--- src/rtl/npc_pkg.sv ---
package npc_pkg;

  typedef enum logic [3:0] {
    OP_NONE   = 4'd0,
    OP_BEQ    = 4'd1,
    OP_BNE    = 4'd2,
    OP_BLEZ   = 4'd3,
    OP_BGTZ   = 4'd4,
    OP_BLTZ   = 4'd5,
    OP_BGEZ   = 4'd6,
    OP_BLTZAL = 4'd7,
    OP_BGEZAL = 4'd8,
    OP_J      = 4'd9,
    OP_JAL    = 4'd10,
    OP_JR     = 4'd11
  } ctl_op_e;

  typedef enum logic [1:0] {
    SRC_SEQ = 2'd0,
    SRC_REL = 2'd1,
    SRC_ABS = 2'd2,
    SRC_REG = 2'd3
  } tgt_src_e;

endpackage

--- src/rtl/npc_cond.sv ---
module npc_cond
  import npc_pkg::*;
#(
  parameter int XLEN = 32
) (
  input  ctl_op_e          op,
  input  logic [XLEN-1:0]  rs_val,
  input  logic [XLEN-1:0]  rt_val,
  output logic             cond_true,
  output logic             is_ctrl,
  output logic             is_link,
  output tgt_src_e         src
);

  logic rs_eq_rt;
  logic rs_neg;
  logic rs_zero;

  assign rs_eq_rt = (rs_val == rt_val);
  assign rs_neg   = rs_val[XLEN-1];
  assign rs_zero  = (rs_val == '0);

  always_comb begin
    cond_true = 1'b0;
    is_ctrl   = 1'b1;
    is_link   = 1'b0;
    src       = SRC_REL;
    case (op)
      OP_BEQ:    cond_true = rs_eq_rt;
      OP_BNE:    cond_true = ~rs_eq_rt;
      OP_BLEZ:   cond_true = rs_neg | rs_zero;
      OP_BGTZ:   cond_true = ~rs_neg & ~rs_zero;
      OP_BLTZ:   cond_true = rs_neg;
      OP_BGEZ:   cond_true = ~rs_neg;
      OP_BLTZAL: begin
        cond_true = rs_neg;
        is_link   = 1'b1;
      end
      OP_BGEZAL: begin
        cond_true = ~rs_neg;
        is_link   = 1'b1;
      end
      OP_J: begin
        cond_true = 1'b1;
        src       = SRC_ABS;
      end
      OP_JAL: begin
        cond_true = 1'b1;
        is_link   = 1'b1;
        src       = SRC_ABS;
      end
      OP_JR: begin
        cond_true = 1'b1;
        src       = SRC_REG;
      end
      default: begin
        is_ctrl = 1'b0;
        src     = SRC_SEQ;
      end
    endcase
  end

endmodule

--- src/rtl/npc_target.sv ---
module npc_target
  import npc_pkg::*;
#(
  parameter int XLEN  = 32,
  parameter int OFF_W = 16
) (
  input  tgt_src_e          src,
  input  logic [XLEN-1:0]   ins_pc,
  input  logic [XLEN-7:0]   ins_imm,
  input  logic [XLEN-1:0]   rs_val,
  output logic [XLEN-1:0]   tgt,
  output logic [XLEN-1:0]   link_addr
);

  localparam int IDX_W  = XLEN - 6;
  localparam int REGION = 4;
  localparam logic [XLEN-1:0] WORD = XLEN'(4);

  function automatic logic [XLEN-1:0] rel_target(
    input logic [XLEN-1:0]  pc,
    input logic [OFF_W-1:0] off
  );
    logic [XLEN-1:0] sext;
    sext = {{(XLEN-OFF_W){off[OFF_W-1]}}, off};
    return pc + WORD + (sext << 2);
  endfunction

  function automatic logic [XLEN-1:0] abs_target(
    input logic [XLEN-1:0]  pc,
    input logic [IDX_W-1:0] idx
  );
    logic [XLEN-1:0] pc_next;
    pc_next = pc + WORD;
    return {pc_next[XLEN-1:XLEN-REGION], idx, 2'b00};
  endfunction

  function automatic logic [XLEN-1:0] link_value(input logic [XLEN-1:0] pc);
    return pc + (WORD << 1);
  endfunction

  always_comb begin
    case (src)
      SRC_REL: tgt = rel_target(ins_pc, ins_imm[OFF_W-1:0]);
      SRC_ABS: tgt = abs_target(ins_pc, ins_imm);
      SRC_REG: tgt = rs_val;
      default: tgt = ins_pc + WORD;
    endcase
  end

  assign link_addr = link_value(ins_pc);

endmodule

--- src/rtl/npc_seq.sv ---
module npc_seq #(
  parameter int              XLEN     = 32,
  parameter logic [XLEN-1:0] RESET_PC = 32'h0040_0000
) (
  input  logic             clk,
  input  logic             rst_n,
  input  logic             redirect,
  input  logic [XLEN-1:0]  redir_tgt,
  output logic [XLEN-1:0]  fetch_pc,
  output logic             pend_valid
);

  localparam logic [XLEN-1:0] STEP = XLEN'(4);

  logic [XLEN-1:0] pend_tgt;

  always_ff @(posedge clk or negedge rst_n) begin
    if (!rst_n) begin
      fetch_pc   <= RESET_PC;
      pend_valid <= 1'b0;
      pend_tgt   <= '0;
    end else begin
      fetch_pc   <= pend_valid ? pend_tgt : fetch_pc + STEP;
      pend_valid <= redirect;
      if (redirect) pend_tgt <= redir_tgt;
    end
  end

  // A redirect is pending for one cycle only
  assert_pend_one_cycle_R10: assert property (@(posedge clk) disable iff (!rst_n)
    pend_valid |=> !pend_valid);

  // The delay-slot word is fetched first
  assert_delay_slot_step_R8: assert property (@(posedge clk) disable iff (!rst_n)
    redirect |=> (fetch_pc == $past(fetch_pc) + STEP));

  // No new redirect starts inside the delay-slot cycle
  assert_no_redirect_pending_R10: assert property (@(posedge clk) disable iff (!rst_n)
    pend_valid |-> !redirect);

endmodule

--- src/rtl/npc_unit.sv ---
module npc_unit
  import npc_pkg::*;
#(
  parameter int              XLEN     = 32,
  parameter int              OFF_W    = 16,
  parameter int              REG_W    = 5,
  parameter int              LINK_REG = 31,
  parameter logic [XLEN-1:0] RESET_PC = 32'h0040_0000
) (
  input  logic             clk,
  input  logic             rst_n,
  input  logic             ins_valid,
  input  logic [3:0]       ins_op,
  input  logic [XLEN-1:0]  ins_pc,
  input  logic [XLEN-7:0]  ins_imm,
  input  logic [XLEN-1:0]  rs_val,
  input  logic [XLEN-1:0]  rt_val,
  output logic [XLEN-1:0]  fetch_pc,
  output logic             taken,
  output logic             link_we,
  output logic [REG_W-1:0] link_reg,
  output logic [XLEN-1:0]  link_addr
);

  ctl_op_e         op;
  tgt_src_e        src;
  logic            cond_true;
  logic            is_ctrl;
  logic            is_link;
  logic            pend_valid;
  logic            accept;
  logic [XLEN-1:0] tgt;

  assign op = ctl_op_e'(ins_op);

  npc_cond #(.XLEN(XLEN)) u_cond (
    .op        (op),
    .rs_val    (rs_val),
    .rt_val    (rt_val),
    .cond_true (cond_true),
    .is_ctrl   (is_ctrl),
    .is_link   (is_link),
    .src       (src)
  );

  npc_target #(.XLEN(XLEN), .OFF_W(OFF_W)) u_target (
    .src       (src),
    .ins_pc    (ins_pc),
    .ins_imm   (ins_imm),
    .rs_val    (rs_val),
    .tgt       (tgt),
    .link_addr (link_addr)
  );

  // A transfer counts only outside the delay-slot cycle
  assign accept   = ins_valid & is_ctrl & ~pend_valid;
  assign taken    = accept & cond_true;
  assign link_we  = taken & is_link;
  assign link_reg = REG_W'(LINK_REG);

  npc_seq #(.XLEN(XLEN), .RESET_PC(RESET_PC)) u_seq (
    .clk        (clk),
    .rst_n      (rst_n),
    .redirect   (taken),
    .redir_tgt  (tgt),
    .fetch_pc   (fetch_pc),
    .pend_valid (pend_valid)
  );

  assert_link_needs_taken_R9: assert property (@(posedge clk) disable iff (!rst_n)
    link_we |-> taken);

  assert_idle_quiet_R11: assert property (@(posedge clk) disable iff (!rst_n)
    !ins_valid |-> (!taken && !link_we));

  assert_taken_is_ctrl_R11: assert property (@(posedge clk) disable iff (!rst_n)
    taken |-> is_ctrl);

endmodule

--- config.mk ---
export PLATFORM = sky130hd
export DESIGN_NAME = npc_unit
export DESIGN_NICKNAME = d
export VERILOG_FILES = /design/src/rtl/npc_pkg.sv /design/src/rtl/npc_cond.sv /design/src/rtl/npc_target.sv /design/src/rtl/npc_seq.sv /design/src/rtl/npc_unit.sv
export SDC_FILE = /design/constraint.sdc
export NUM_CORES = 1
export LEC_CHECK = 0
export CAP_MARGIN = 5
export CORE_MARGIN = 2
export CORE_UTILIZATION = 53
export CTS_BUF_LIST = sky130_fd_sc_hd__clkbuf_16
export DETAILED_ROUTE_END_ITERATION = 8
export PLACE_DENSITY = 0.88
export SYNTH_ARGS = -nofsm -noshare
export SYNTH_HDL_FRONTEND = slang
export SYNTH_HIERARCHICAL = 1
export SYNTH_SLANG_ARGS = --single-unit
--- constraint.sdc ---
create_clock -name clk -period 4.15 [get_ports clk]
set_input_delay 0.6225 -clock clk [delete_from_list [all_inputs] [get_ports clk]]
set_output_delay 0.6225 -clock clk [all_outputs]
set_load 0.01 [all_outputs]
==> PnR_summary.wiki <==
{| class="wikitable"
! Metric !! Value
|-
| Status || finished, final reports clean
|-
| Cell types occupying the most area after synthesis || sky130_fd_sc_hd__dfrtp_1 23%, sky130_fd_sc_hd__xor2_1 9.5%, sky130_fd_sc_hd__mux4_2 8.2%
|-
| Cell family with most CP delay || compound AO/OA/AOI/OAI gates
|-
| Required arrival time at the worst endpoint || approximately 4.4 ns
|-
| Hold crit path type || in -> async
|-
| Nets || between 1000 and 1500
|-
| Rows || between 40 and 50
|-
| Total number of clock tree sinks || between 60 and 70
|-
| Final WL || around 26 mm
|-
| Mux contribution to synthesized area || 14.5%
|-
| Clock tree from TritonCTS || yes
|-
| Clock-pin slew of the registers on the worst-case setup and hold paths || approximately 0.050 ns
|-
| All-Layer GR Usage || roughly 36%
|-
| Final cycle utilization of the critical path || 97.4%
|-
| Main combinational cell family by area after synthesis || simple AND/OR/NAND/NOR gates
|-
| Synth unique cells || 74
|-
| Largest buffer count on any clock path || 2
|-
| Remaining global-route overflow || 0
|-
| Xor and xnor fraction of the mapped netlist area || roughly 16%
|-
| Floorplan die width || roughly 120 µm
|-
| Maximum number of pins on one net before global-route repair || 37
|-
| DPL Wire Length || around 20 mm
|-
| Critical path capture point type || register
|-
| DRC marker count from the first detailed-route iteration || ~1000
|-
| Final setup violating endpoints || 0
|-
| Proportion of netlist area held by the largest area contributor || 23.2%
|-
| Library cell with the largest summed area after synthesis || sky130_fd_sc_hd__dfrtp_1
|-
| Delay of the slowest critical-path stage || ~0.5 ns
|-
| Number of global-route vias before repair || 7527
|-
| Total number of H-tree levels || 3
|-
| Simple-gate area share of the yosys netlist || a little over a fifth
|-
| Post-DR wirelength/cell || about 21 µm
|-
| Cell occurring most often along the worst timing path || sky130_fd_sc_hd__buf_4
|-
| Layout cell share with drive strength beyond 1 || between 20% and 30%
|-
| Area of the mapped netlist || 6900 µm²
|-
| Maximum capacitance violations || 0
|-
| Flop and latch count out of synthesis || 65
|-
| Per-cell via count in the routed design || 6.16
|-
| IR drop worst, VDD || about 270 µV
|-
| Wire length of the first global-routing pass || ~40 mm
|-
| Achievable Freq || between 0.2 and 0.25 GHz
|-
| EDFF count, synth || 0
|-
| Post-CTS Hold Buffers || 0
|-
| Router iterations before antenna repair || 6
|-
| Share of async-settable or async-resettable flops after synthesis || between 90% and 100%
|-
| Ratio of total power to cell area || approximately 370 nW/µm²
|-
| Number of diodes || 0
|-
| Actual slew at the worst max-slew pin || slightly above 1 ns
|-
| Final-layout setup total negative slack || 0 ns
|-
| Initial core utilization || a little over half
|-
| Number of buffers inserted during clock tree synthesis || 9
|-
| ANT nets after route || 0
|-
| Share of synthesized cell area in full adder, half adder and majority cells || slightly below 7%
|-
| Largest fanout on the critical path || 4
|-
| Final hold violation count || 0
|-
| Area overhead of the layout relative to synthesis || 52.3%
|-
| Core area || about 13000 µm²
|-
| Slowest-stage cell, CP || sky130_fd_sc_hd__mux4_2
|-
| Crit path DAT || about 4.3 ns
|-
| Instance count on the critical path || 17
|-
| Hold slack final || ~0.34 ns
|-
| Critical path, cell by cell || clkdlybuf4s15_1, buf_4, ha_1, buf_4, and3_1, nand3_2, xnor2_2, ha_4, a21oi_1, o21ai_2, o211ai_2, o21ai_2, a221oi_4, buf_4, xnor2_1, mux4_2, mux2_2
|-
| Period minus WS final || between 4 and 5 ns
|-
| Vias after detailed routing || 7797
|-
| Crit Path Category || in -> reg
|-
| Worst-skew pair later-pin latency || around 0.33 ns
|-
| Max-slew violation count || 0
|-
| Register area share after synthesis || 23.6%
|-
| IO buf count || a little under 200
|-
| Die H || ~120 µm
|-
| Root buffer cell || sky130_fd_sc_hd__clkbuf_16
|-
| DIE AREA || ~14000 µm²
|-
| Count of warnings emitted by yosys || 6
|-
| CP startpoint kind || primary input
|-
| Number of top-level pins || 200
|-
| Routability congestion estimate || slightly below 1
|-
| Tightest slew margin relative to the limit || between 30% and 40%
|-
| Compound-Gate Fraction of Synth Area || a little over an eighth
|-
| Synthesized area per cell || slightly below 9 µm²
|-
| Number of antenna violations at the first check in global routing || 0
|-
| Leakage power || 4.37 nW
|-
| Worst path buffer plus inverter count || 4
|-
| Setup slack after placement || -0.540 ns
|-
| Worst Setup Slack, final || roughly 0.11 ns
|-
| Count of cells along the worst register-to-register path || 2
|-
| Ys flop type || sky130_fd_sc_hd__dfrtp_1
|-
| Cell count after synthesis || 773
|-
| Number of design rule violations left after detail routing || 0
|-
| Clk_skew || between 0.007 and 0.008 ns
|}
==> flip-flops by register name, indices dropped and copies added, names as in the netlist <==
register / cells
u_seq/pend_valid: 1
u_seq/pend_tgt: 32
u_seq/fetch_pc: 32
==> placed cells by master (no fill, tap or decap), drive strengths merged, types with 17 or more instances in the layout <==
cell type	instances
nor2	57
nand4	17
nand3	39
a21oi	29
dfrtp	64
nand2	73
buf	146
clkdlybuf4s50	182
xor2	75
ha	36
o21ai	47
mux2	36
mux4	25
nor4	19
xnor2	50
==> power by group <==
group / internal (mW) / switching (mW) / leakage, nW / total, mW
clock: 0.519 / 0.275 / 0.150 / 0.794
combinational: 0.981 / 0.810 / 3.46 / 1.79
sequential: 0.923 / 0.330 / 0.763 / 1.25
==> synthesized netlist by cell type (4+ instances only) <==
library cell                n
sky130_fd_sc_hd__a21o_1    15
sky130_fd_sc_hd__a21oi_1   28
sky130_fd_sc_hd__a31oi_1   14
sky130_fd_sc_hd__and3_1     8
sky130_fd_sc_hd__and4_1     7
sky130_fd_sc_hd__buf_1      6
sky130_fd_sc_hd__buf_2      4
sky130_fd_sc_hd__buf_4      9
sky130_fd_sc_hd__clkbuf_1  17
sky130_fd_sc_hd__dfrtp_1   64
sky130_fd_sc_hd__ha_1      36
sky130_fd_sc_hd__inv_1     16
sky130_fd_sc_hd__mux2_2    36
sky130_fd_sc_hd__mux4_2    25
sky130_fd_sc_hd__nand2_1   73
sky130_fd_sc_hd__nand2b_1  11
sky130_fd_sc_hd__nand3_1   38
sky130_fd_sc_hd__nand4_1   16
sky130_fd_sc_hd__nor2_1    56
sky130_fd_sc_hd__nor2b_1    8
sky130_fd_sc_hd__nor3_1     8
sky130_fd_sc_hd__nor3b_1    4
sky130_fd_sc_hd__nor4_1    16
sky130_fd_sc_hd__o21ai_0   39
sky130_fd_sc_hd__o21ai_1    7
sky130_fd_sc_hd__o21bai_1   4
sky130_fd_sc_hd__o22ai_1    5
sky130_fd_sc_hd__o31ai_1    6
sky130_fd_sc_hd__or3_1     11
sky130_fd_sc_hd__or4_1      7
sky130_fd_sc_hd__xnor2_1   49
sky130_fd_sc_hd__xor2_1    75
==> metal layers <==
layer  GRT usage, %  up-vias  share of wire [%]
li1               -     3457                  -
met2           59.9      546                 47
met3           4.70       97                8.8
met1           46.6     3697                 39
met4           18.3        0                5.3
met5              0        -                  0
==> what timing repair did <==
action / in CTS / in global routing
endpoints found under the setup margin: 9 / 12
resized for setup: 16 / 36
pin swaps: 8 / 15
buffers inserted: 2 / 3
==> area by class of cell <==
cell class / count / area [µm²]
clock buffer: 9 / 225
clock inverter: 7 / 85.1
fill: 756 / 2160
inverter: 17 / 63.8
multi-input combinational: 657 / 5260
sequential: 65 / 1630
tap: 172 / 215
timing repair buffer: 339 / 3040
==> metrics by stage <==
step / area (µm²) / power (mW) / utilization [%] / cells
global placement: 9980 / 2.84 / 78.8 / 1245
global route: 10500 / 4.01 / 82.9 / 1266
detailed placement: 9980 / 2.94 / 78.8 / 1245
CTS: 10300 / 3.78 / 81.5 / 1263
finish: 10500 / 3.84 / 82.9 / 1266
floorplan: 6950 / 2.02 / - / 777
==> worst paths after layout <==
path	slack, ns	to	startpoint
max in group asynchronous	2.85	u_seq/fetch_pc[22]	rst_n
min	0.34	u_seq/fetch_pc[8]	rst_n
max	0.11	u_seq/pend_tgt[23]	ins_pc[3]
min in group clk	0.50	u_seq/fetch_pc[8]	u_seq/pend_tgt[8]
min reg2reg	0.50	u_seq/fetch_pc[8]	u_seq/pend_tgt[8]
max reg2reg	1.53	u_seq/fetch_pc[16]	u_seq/pend_valid
==> worst reg2reg max path, delay by kind of cell (launching register included) <==
family	cells	cell delay (ns)
flip-flops	1	1.02
buffers and inverters	1	0.95
multiplexers	1	0.53
==> cells by family (layout without fill, tap and decap cells) <==
family | count (synthesis) | in the layout
xor gates and xnor gates | 125 | 125
adders and majority gates | 37 | 37
AOI/OAI and AO/OA | 143 | 143
muxes | 64 | 64
other | 1 | 5
DFF | 65 | 65
and+or+nand+nor | 283 | 283
buffers and inverters | 55 | 372
(Power assumes the default switching activity.)
